**src/rtl/copyq_csr_pkg.sv**
```systemverilog
package copyq_csr_pkg;

  localparam int unsigned WORD_W = 32;

  // word index (byte offset >> 2) inside a queue window
  localparam logic [2:0] QW_LEN  = 3'd2;
  localparam logic [2:0] QW_RIDX = 3'd3;
  localparam logic [2:0] QW_STAT = 3'd5;
  localparam logic [2:0] QW_BLO  = 3'd6;
  localparam logic [2:0] QW_BHI  = 3'd7;

  // next ring slot: wrap to zero once the incremented index reaches length
  function automatic logic [31:0] ring_next(input logic [31:0] idx,
                                            input logic [31:0] len);
    logic [32:0] inc;
    inc = {1'b0, idx} + 33'd1;
    return (inc >= {1'b0, len}) ? 32'd0 : inc[31:0];
  endfunction

  // clamp a requested queue count to the number built
  function automatic logic [31:0] sat_count(input logic [31:0] req,
                                            input int unsigned lim);
    return (req > 32'(lim)) ? 32'(lim) : req;
  endfunction

endpackage

```
**src/rtl/copyq_qslot.sv**
```systemverilog
module copyq_qslot
  import copyq_csr_pkg::*;
#(
  parameter int IDX_W = 16
) (
  input  logic              clk,
  input  logic              rst_n,
  input  logic              active,
  input  logic              wr_en,
  input  logic [2:0]        wr_word,
  input  logic [WORD_W-1:0] wr_data,
  input  logic              retire,
  input  logic [2:0]        rd_word,
  output logic [WORD_W-1:0] rd_data,
  output logic              irq
);

  logic [IDX_W-1:0]  len_q;
  logic [IDX_W-1:0]  ridx_q;
  logic [WORD_W-1:0] base_lo_q;
  logic [WORD_W-1:0] base_hi_q;
  logic              pend_q;

  // named events for the assertions
  logic wr_ok, ret_evt, clr_evt;
  assign wr_ok   = wr_en & active;
  assign ret_evt = retire & active;
  assign clr_evt = wr_ok && (wr_word == QW_STAT) && !wr_data[0];

  always_ff @(posedge clk) begin
    if (!rst_n) begin
      len_q     <= '0;
      ridx_q    <= '0;
      base_lo_q <= '0;
      base_hi_q <= '0;
      pend_q    <= 1'b0;
    end else begin
      if (wr_ok && wr_word == QW_LEN) len_q     <= wr_data[IDX_W-1:0];
      if (wr_ok && wr_word == QW_BLO) base_lo_q <= wr_data;
      if (wr_ok && wr_word == QW_BHI) base_hi_q <= wr_data;
      if (ret_evt) ridx_q <= IDX_W'(ring_next(32'(ridx_q), 32'(len_q)));
      if (ret_evt)      pend_q <= 1'b1;
      else if (clr_evt) pend_q <= 1'b0;
    end
  end

  always_comb begin
    rd_data = '0;
    if (active) begin
      case (rd_word)
        QW_LEN:  rd_data = 32'(len_q);
        QW_RIDX: rd_data = 32'(ridx_q);
        QW_STAT: rd_data = {31'd0, pend_q};
        QW_BLO:  rd_data = base_lo_q;
        QW_BHI:  rd_data = base_hi_q;
        default: rd_data = '0;
      endcase
    end
  end

  assign irq = pend_q & active;

  AST_IDX_STEP: assert property (@(posedge clk) disable iff (!rst_n)
    ret_evt |=> (ridx_q == $past(ridx_q) + 1'b1) || (ridx_q == '0));
  AST_IDX_HOLD: assert property (@(posedge clk) disable iff (!rst_n)
    !ret_evt |=> $stable(ridx_q));
  AST_PEND_WINS: assert property (@(posedge clk) disable iff (!rst_n)
    ret_evt |=> pend_q);
  AST_CLR_BY_SW: assert property (@(posedge clk) disable iff (!rst_n)
    $fell(pend_q) |-> $past(clr_evt));
  AST_DARK_FROZEN: assert property (@(posedge clk) disable iff (!rst_n)
    !active |=> $stable(len_q) && $stable(base_lo_q) && $stable(pend_q));

endmodule

```
**src/rtl/copyq_rdsel.sv**
```systemverilog
module copyq_rdsel
  import copyq_csr_pkg::*;
#(
  parameter int NQ    = 16,
  parameter int WIN_W = 5
) (
  input  logic [WIN_W-1:0]           win,
  input  logic [2:0]                 word,
  input  logic [WORD_W-1:0]          global_word,
  input  logic [NQ-1:0][WORD_W-1:0]  q_rdata,
  output logic [WORD_W-1:0]          rdata
);

  always_comb begin
    rdata = '0;
    if (win == '0) begin
      if (word == 3'd0) rdata = global_word;
    end else begin
      for (int i = 0; i < NQ; i++) begin
        if (32'(win) == 32'(i + 1)) rdata = q_rdata[i];
      end
    end
  end

endmodule

```
**src/rtl/copyq_csr.sv**
```systemverilog
module copyq_csr
  import copyq_csr_pkg::*;
#(
  parameter int NQ     = 16,
  parameter int IDX_W  = 16,
  parameter int ADDR_W = 10
) (
  input  logic              clk,
  input  logic              rst_n,
  input  logic              reg_wen,
  input  logic [ADDR_W-1:0] reg_addr,
  input  logic [31:0]       reg_wdata,
  output logic [31:0]       reg_rdata,
  input  logic [NQ-1:0]     retire,
  output logic [NQ-1:0]     irq
);

  localparam int CNT_W = $clog2(NQ + 1);
  localparam int WIN_W = ADDR_W - 5;

  logic [WIN_W-1:0] win;
  logic [2:0]       word;
  logic [1:0]       unused_lsb;
  assign win        = reg_addr[ADDR_W-1:5];
  assign word       = reg_addr[4:2];
  assign unused_lsb = reg_addr[1:0];

  logic [CNT_W-1:0] qcount_q;
  logic             cnt_wr;
  assign cnt_wr = reg_wen && (win == '0) && (word == 3'd0);

  always_ff @(posedge clk) begin
    if (!rst_n)      qcount_q <= '0;
    else if (cnt_wr) qcount_q <= CNT_W'(sat_count(reg_wdata, NQ));
  end

  logic [NQ-1:0][WORD_W-1:0] q_rdata;

  for (genvar g = 0; g < NQ; g++) begin : g_q
    logic act;
    logic wsel;
    assign act  = 32'(g) < 32'(qcount_q);
    assign wsel = reg_wen && (32'(win) == 32'(g + 1));
    copyq_qslot #(.IDX_W(IDX_W)) u_slot (
      .clk     (clk),
      .rst_n   (rst_n),
      .active  (act),
      .wr_en   (wsel),
      .wr_word (word),
      .wr_data (reg_wdata),
      .retire  (retire[g]),
      .rd_word (word),
      .rd_data (q_rdata[g]),
      .irq     (irq[g])
    );
  end

  copyq_rdsel #(.NQ(NQ), .WIN_W(WIN_W)) u_rdsel (
    .win         (win),
    .word        (word),
    .global_word (32'(qcount_q)),
    .q_rdata     (q_rdata),
    .rdata       (reg_rdata)
  );

  // window that maps to no live queue
  logic win_dark;
  assign win_dark = (win != '0) && (32'(win) > 32'(qcount_q));

  AST_DARK_READ_ZERO: assert property (@(posedge clk) disable iff (!rst_n)
    win_dark |-> reg_rdata == '0);
  AST_GLOBAL_GAP_ZERO: assert property (@(posedge clk) disable iff (!rst_n)
    (win == '0 && word != 3'd0) |-> reg_rdata == '0);
  AST_COUNT_CLAMP: assert property (@(posedge clk) disable iff (!rst_n)
    cnt_wr |=> 32'(qcount_q) <= 32'(NQ));

endmodule

```
**config.mk**
```make
export PLATFORM = sky130hd
export DESIGN_NAME = copyq_csr
export DESIGN_NICKNAME = d
export VERILOG_FILES = /design/src/rtl/copyq_csr_pkg.sv /design/src/rtl/copyq_qslot.sv /design/src/rtl/copyq_rdsel.sv /design/src/rtl/copyq_csr.sv
export SDC_FILE = /design/constraint.sdc
export NUM_CORES = 2
export LEC_CHECK = 0
export BUFFER_PORTS_ARGS = -buffer_cell sky130_fd_sc_hd__buf_2
export CORE_MARGIN = 4
export CORE_UTILIZATION = 44
export CTS_CLUSTER_SIZE = 40
export DETAILED_ROUTE_END_ITERATION = 10
export PLACE_DENSITY_LB_ADDON = 0.25
export SETUP_SLACK_MARGIN = 0.1
export SLEW_MARGIN = 10
export SYNTH_ARGS = -nofsm -noshare
export SYNTH_HDL_FRONTEND = slang
export SYNTH_SLANG_ARGS = --single-unit
```
**constraint.sdc**
```tcl
create_clock -name clk -period 4.1 [get_ports clk]
set_input_delay 0 -clock clk [delete_from_list [all_inputs] [get_ports clk]]
set_output_delay 0 -clock clk [all_outputs]
set_load 0.01 [all_outputs]
```
== Word level (Yosys, flattened, before mapping) ==
Cells that the tools add are included.

* Input bits: 61
* Output and inout port bits: 48
* Register bits: 1,557
* Logic and storage cells: 415

* Equality and inequality tests: 21
* $lt $le $gt $ge: 33
* Reductions and logical operators: 117
* Multiplexer cells: 99
* Bitwise logic cells: 48
* Add/sub/neg operators: 16

{| class="wikitable"
|+ Operators by type and width
! cell !! number
|-
| $pmux W32 S5 || 16
|-
| $mux W32 || 33
|-
| $add A16 B1 Y17 const B || 16
|-
| $ge A17 B16 Y1 || 16
|-
| $mux W16 || 16
|-
| $logic_and A1 B1 Y1 || 98
|-
| $and A1 B1 Y1 || 48
|-
| $eq A5 B4 Y1 const B || 8
|-
| $lt A4 B5 Y1 const A || 8
|-
| $gt A32 B5 Y1 const B || 1
|-
| $mux W1 || 32
|-
| $reduce_bool A2 Y1 || 16
|-
| $eq A5 B3 Y1 const B || 4
|-
| $lt A3 B5 Y1 const A || 4
|-
| $eq A5 B2 Y1 const B || 2
|-
| $lt A1 B5 Y1 const A || 2
|-
| $lt A2 B5 Y1 const A || 2
|-
| $mux W5 || 2
|-
| $eq A3 B3 Y1 const B || 3
|-
| $eq A3 B2 Y1 const B || 2
|-
| $eq A5 B1 Y1 const B || 1
|-
| $eq A5 B5 Y1 const B || 1
|-
| $logic_not A5 Y1 || 1
|-
| $logic_not A3 Y1 || 1
|-
| $logic_not A1 Y1 || 1
|}

== Depth between registers and ports, before layout ==
* Depth after elaboration: 20
* Gate-level depth with buffers: 17
* Gate-level depth less buffers: 16

== Modules after synthesis ==
From an unflattened synthesis, not the netlist that was laid out.

* Cell total of the unflattened synthesis: 10,691
* Area, all modules: 87,580.2 um^2

{| class="wikitable"
|+ Modules (own cells, without submodules)
! module !! seq. area each (um^2) !! area each (um^2) !! instances !! cells an instance
|-
| copyq_qslot (g_q[0].u_slot ...) || 1,941.9 || 5,129.9 || 13 || 609
|-
| copyq_qslot (g_q[8].u_slot ...) || 1,941.9 || 4,973.5 || 2 || 597
|-
| copyq_rdsel || 0.0 || 5,283.8 || 1 || 878
|-
| copyq_qslot (g_q[7].u_slot) || 1,941.9 || 5,093.6 || 1 || 610
|-
| copyq_csr || 100.1 || 566.8 || 1 || 92
|}

== Least setup slack after synthesis ==
No wires, ideal clock.

* Path kind: reg-to-reg
* Start: register g_q[13].u_slot.ridx_q[2]
* End: register g_q[13].u_slot.ridx_q[12]
* Arrival: 3,358 ps
* Path slack: 628 ps
* Library setup time: 114 ps
* Path buffers: 3
* Required time: 3,986 ps
* Cell stages (with the launch flop): 18
* Clock period less this slack: 3,472 ps
* Cells stage by stage: dfxtp_1 > clkbuf_1 > and4_1 > and2_1 > and3_1 > clkbuf_1 > and2_1 > nand3_1 > xnor2_1 > ha_1 > nand3_1 > nor2_1 > or4b_2 > nand2_1 > a311o_1 > clkbuf_1 > o21ai_0 > a21o_1

* Word-level cells in the longest chain between the ends: 3

{| class="wikitable"
|+ RTL lines
! what !! RTL line !! RTL
|-
| start: declaration || copyq_qslot.sv:19 || <nowiki>logic [IDX_W-1:0] ridx_q;</nowiki>
|-
| start signal: assignment || copyq_qslot.sv:41 || <nowiki>if (ret_evt) ridx_q <= IDX_W'(ring_next(32'(ridx_q), 32'(len_q)));</nowiki>
|-
| $add A16 B1 Y17 * || copyq_csr_pkg.sv:16 || <nowiki>inc = {1'b0, idx} + 33'd1;</nowiki>
|-
| $ge A17 B16 Y1 || copyq_csr_pkg.sv:17 || <nowiki>return (inc >= {1'b0, len}) ? 32'd0 : inc[31:0];</nowiki>
|-
| $mux W16 * || copyq_csr_pkg.sv:17 ||
|}

Every way passes the cells marked *; elsewhere a longest branch is shown, timed or not.
A chain may end at the register's enable or synchronous reset.

== Worst setup path in the final report ==
* Start: register qcount_q[1]
* End: output port reg_rdata[18]

* Word-level cells in the longest chain between the ends: 19
* Elaborated cells on any way between the ends: 49
* Classes of those cells: order compare (16); mux (33)

{| class="wikitable"
|+ RTL lines
! what !! RTL line !! RTL
|-
| start: declaration || copyq_csr.sv:28 || <nowiki>logic [CNT_W-1:0] qcount_q;</nowiki>
|-
| start signal: assignment || copyq_csr.sv:34 || <nowiki>else if (cnt_wr) qcount_q <= CNT_W'(sat_count(reg_wdata, NQ));</nowiki>
|-
| $lt A1 B5 Y1 || copyq_csr.sv:42 || <nowiki>assign act = 32'(g) < 32'(qcount_q);</nowiki>
|-
| $mux W32 || copyq_qslot.sv:49 || <nowiki>if (active) begin</nowiki>
|-
| $mux W32 (15 in a row) || copyq_rdsel.sv:20 || <nowiki>if (32'(win) == 32'(i + 1)) rdata = q_rdata[i];</nowiki>
|-
| $mux W32 * || copyq_rdsel.sv:20 ||
|-
| $mux W32 * || copyq_rdsel.sv:16 || <nowiki>if (win == '0) begin</nowiki>
|-
| end: declaration || copyq_csr.sv:13 || <nowiki>output logic [31:0] reg_rdata,</nowiki>
|}

Marks and branches as above.

==> results.sh <==
export IMPL_outcome="completed"
export IMPL_hpwl_um=220700
export IMPL_rr_worst_depth=15
export IMPL_worstHoldStart="retire[15]"
export IMPL_ys_flop_type="dfxtp_1"
export IMPL_drtIter0Drc=9818
export IMPL_syn_area_um2=78460
export IMPL_r2r_start="g_q[13].u_slot.ridx_q[4]$_SDFFE_PN0P_"
export IMPL_routabilityCongestion=0.9833
export IMPL_ys_warn_count=0
export IMPL_vias=74330
export IMPL_cp_data_required_time_ps=4100
export IMPL_via_per_inst=6.083
export IMPL_finalHoldViolCount=0
export IMPL_grt_max_degree=179
export IMPL_n_fill_cell=16640
export IMPL_syn_inst=9784
export IMPL_drc=0
export IMPL_drive_above_1_share_pct=12.13
export IMPL_slew_viol_final=0
export IMPL_cts_root_buf="clkbuf_16"
export IMPL_startpoint="qcount_q[1]$_SDFFE_PN0P_"
export IMPL_p_clk_share_pct=49.6
export IMPL_grt_overflow=0
export IMPL_top_layer="met5"
export IMPL_leakagePower_nw=31.84
export IMPL_design_area_um2=88830
export IMPL_grt_use_total_pct=33.47
export IMPL_crit_type="reg -> out"
export IMPL_antenna_found_initial=15
export IMPL_die_height_um=430.3
export IMPL_p_int_mw=24.86
export IMPL_die_w_um=430.3
export IMPL_yosys_area_top_type_share_pct=39.73
export IMPL_clk_latency_ps=850
export IMPL_postRouteAntennaNets=0
export IMPL_met3WireLength_um=32000
export IMPL_rsz0062_at_grt="true"
export IMPL_core_area_um2=176700
export IMPL_setup_violations_final=0
export IMPL_p_per_area_nw_per_um2=371.2
export IMPL_ys_seq_area_share_pct=39.73
export IMPL_io_pins=109
export IMPL_whs_ps=59.94
export IMPL_cts_buffer_depth=3
export IMPL_pwr_share_comb_pct=4.5
export IMPL_arrival_ps=4060
export IMPL_die_area_um2=185100
export IMPL_wl_met1_um=126500
export IMPL_synth_avg_cell_area_um2=8.019
export IMPL_clock_sinks=1557
export IMPL_synth_top_cell_by_area="dfxtp_1"
export IMPL_nets=10070
export IMPL_synth_area_leaders="dfxtp_1 (40%), nand2_1 (13%), a21oi_1 (9.0%)"
export IMPL_place_ws_ps=385.2
export IMPL_clkSlewWorstSetupHoldPaths_ps=60
export IMPL_fin_tns_setup_ps=0
export IMPL_synth_edff_count=0
export IMPL_synthToLayoutAreaGrowth_pct=13.23
export IMPL_crit_path_end_kind="primary output"
export IMPL_synth_async_reset_ratio_pct=0
export IMPL_fmax_mhz=246.2
export IMPL_p_total_mw=32.97
export IMPL_worstSetupStartpointType="register"
export IMPL_fin_crit_sh_pct=99.08
export IMPL_syn_nets=10120
export IMPL_pwr_share_seq_pct=45.9
export IMPL_hold_depth=4
export IMPL_postSynthRegisterBits=1557
export IMPL_cts_tree="built"
export IMPL_synthDistinctLibCells=87
export IMPL_grt_pass1_vias=69200
export IMPL_cts_htree_levels=4
export IMPL_wire_per_inst_um=26.26
export IMPL_cts_buffers=172
export IMPL_port_buffer_count=106
export IMPL_dr_wl_met2_um=137500
export IMPL_fin_ws_ps=37.86
export IMPL_placedInstanceArea_um2=81950
export IMPL_ir_drop_uv=373.6
export IMPL_grt_pass1_wl_um=467200
export IMPL_fin_skew_ps=62.49
export IMPL_initial_utilization_pct=44.40
export IMPL_first_pass_iters=6
export IMPL_maxCapViolations=0
export IMPL_p_switching_mw=8.109
export IMPL_relSlewSlack_pct=19.15
export IMPL_worst_slew_pin_slew_ps=1213
export IMPL_critPathMaxFanout=14
export IMPL_p_sw_share_pct=24.59
export IMPL_totalWireLength_um=320800
export IMPL_hp_class="in -> reg"
export IMPL_period_minus_slack_ps=4062
export IMPL_row_count=154
-- power groups by stage --
| stage | registers, mW | logic, mW | clock network, mW |
|---|---|---|---|
| after global placement | 15.5 | 1.40 | 0 |
| after CTS | 15.1 | 1.45 | 16.5 |
| after floorplan | 15.5 | 0.807 | 0 |
| after detailed placement | 15.5 | 1.41 | 0 |
| after global routing | 15.1 | 1.52 | 17.1 |
| final | 15.1 | 1.50 | 16.3 |
-- metrics by stage --
step | utilization [%] | cells
global placement | 46.38 | 11840
CTS | 50.15 | 12210
global route | 50.27 | 12220
floorplan | - | 9784
finish | 50.28 | 12220
detailed placement | 46.38 | 11840
-- cell usage in the layout (no fill, tap or decap), types with 29 or more instances in the layout --
master	synthesis	routed
mux4_2	236	236
o22ai_1	57	57
and2_1	40	41
o21ai_0	243	241
buf_4	45	381
nand4_1	72	72
dlygate4sd3_1	0	52
nor2b_1	36	36
nor2_2	5	43
clkbuf_1	593	42
mux2i_1	272	272
o221ai_1	31	29
clkinv_2	0	31
a22o_1	56	56
nand3_1	229	226
inv_1	302	299
xor2_1	83	83
nor2_1	336	298
ha_1	272	271
or2_2	31	31
xnor2_1	117	116
clkbuf_8	0	36
dfxtp_1	1557	1553
nand2b_1	51	51
and3_1	105	102
clkbuf_16	0	172
a21o_1	72	72
nand2_1	2783	2779
nor3_1	58	52
a22oi_1	104	103
o31ai_1	34	34
buf_2	124	103
a21oi_1	1404	1402
mux2_2	37	37
nor4_1	35	30
-- final timing paths --
check                                                           endpoint  slack [ps]
worst max-delay path                                       reg_rdata[18]          40
worst min-delay path                  g_q[15].u_slot.pend_q$_SDFFE_PN0P_          60
worst min register to register  g_q[5].u_slot.base_lo_q[22]$_SDFFE_PN0P_         450
worst max register to register    g_q[13].u_slot.ridx_q[12]$_SDFFE_PN0P_         300
-- cell families (layout without fill, tap and decap cells) --
family                   after synthesis  in the layout  share of synthesized area [%]
AO/OA/AOI/OAI                       2253           2254                          16.69
adder cells (fa/ha/maj)              272            272                          4.338
multiplexers                         545            545                          10.78
XOR/XNOR                             200            200                          2.233
AND/OR/NAND/NOR                     3865           3865                          20.56
other                                  0              4                              0
buffers and inverters               1092           1181                          5.671
flip-flops                          1557           1557                          39.73
-- metal layers --
| layer | GRT usage (%) | vias to the layer above |
|---|---|---|
| met5 | 0 | - |
| met4 | 22.12 | 6 |
| met3 | 7.040 | 875 |
| met2 | 50.21 | 3915 |
| met1 | 43.58 | 36010 |
| li1 | - | 33520 |
-- flip-flops by register name, summed over array words and instances, names as in the netlist --
signal / count
g_q.u_slot.base_lo_q: 512
g_q.u_slot.len_q: 256
g_q.u_slot.ridx_q: 256
g_q.u_slot.pend_q: 16
qcount_q: 5
g_q.u_slot.base_hi_q: 512
-- synth_stat cells (all sizes together) (8+ instances only) --
library cell  instances
o211ai               17
mux2                 37
a311oi                8
a211oi               22
a22oi               107
o221ai               31
inv                 302
nor3                 59
and4                 12
a21o                 72
o22ai                57
nand2b               51
a211o                12
a32oi                28
and2                 45
nor2b                36
o2111ai              10
mux4                236
dfxtp              1557
nand3b               11
ha                  272
o21ai               246
or3                  17
mux2i               272
o31ai                34
a32o                 26
a22o                 56
nand3               229
xor2                 83
or2                  31
nand4                72
a31oi                26
xnor2               117
o21a                 17
a21oi              1405
nor4                 35
clkbuf              596
nor3b                23
buf                 194
nor2                341
a221oi               11
nand2              2783
and3                105
-- layout make-up --
class                           count  area (um^2)  area share [%]
Inverter                          302         1149           1.293
Timing Repair Buffer              564         4398           4.951
Multi-Input combinational cell   7136        43190           48.62
Antenna cell                        4        10.01         0.01127
Clock buffer                      250         4957           5.580
Timing Repair inverter              1        7.507        0.008451
Tap cell                         2340         2928           3.296
Sequential cell                  1557        31180           35.10
Clock inverter                     64         1013           1.141
-- repair_timing --
action / CTS / global route
endpoints found under the setup margin: 26 / 41
pin swaps: 6 / 11
gates cloned: 1 / 1
setup buffers: 3 / 8
endpoints found under the hold margin: 1328 / 0
gates resized for setup: 31 / 34
hold buffers: 52 / 0
-- critical path, cell delays in order, from the launching register on --
cell and delay (ps):
dfxtp_4 410, or4_4 610, nand3_1 150, buf_4 280
o21ai_0 170, nor3_2 420, nor2_1 220, o21ai_0 510
a21oi_1 230, buf_2 200
No activity file was read; power rests on OpenSTA's default activity.
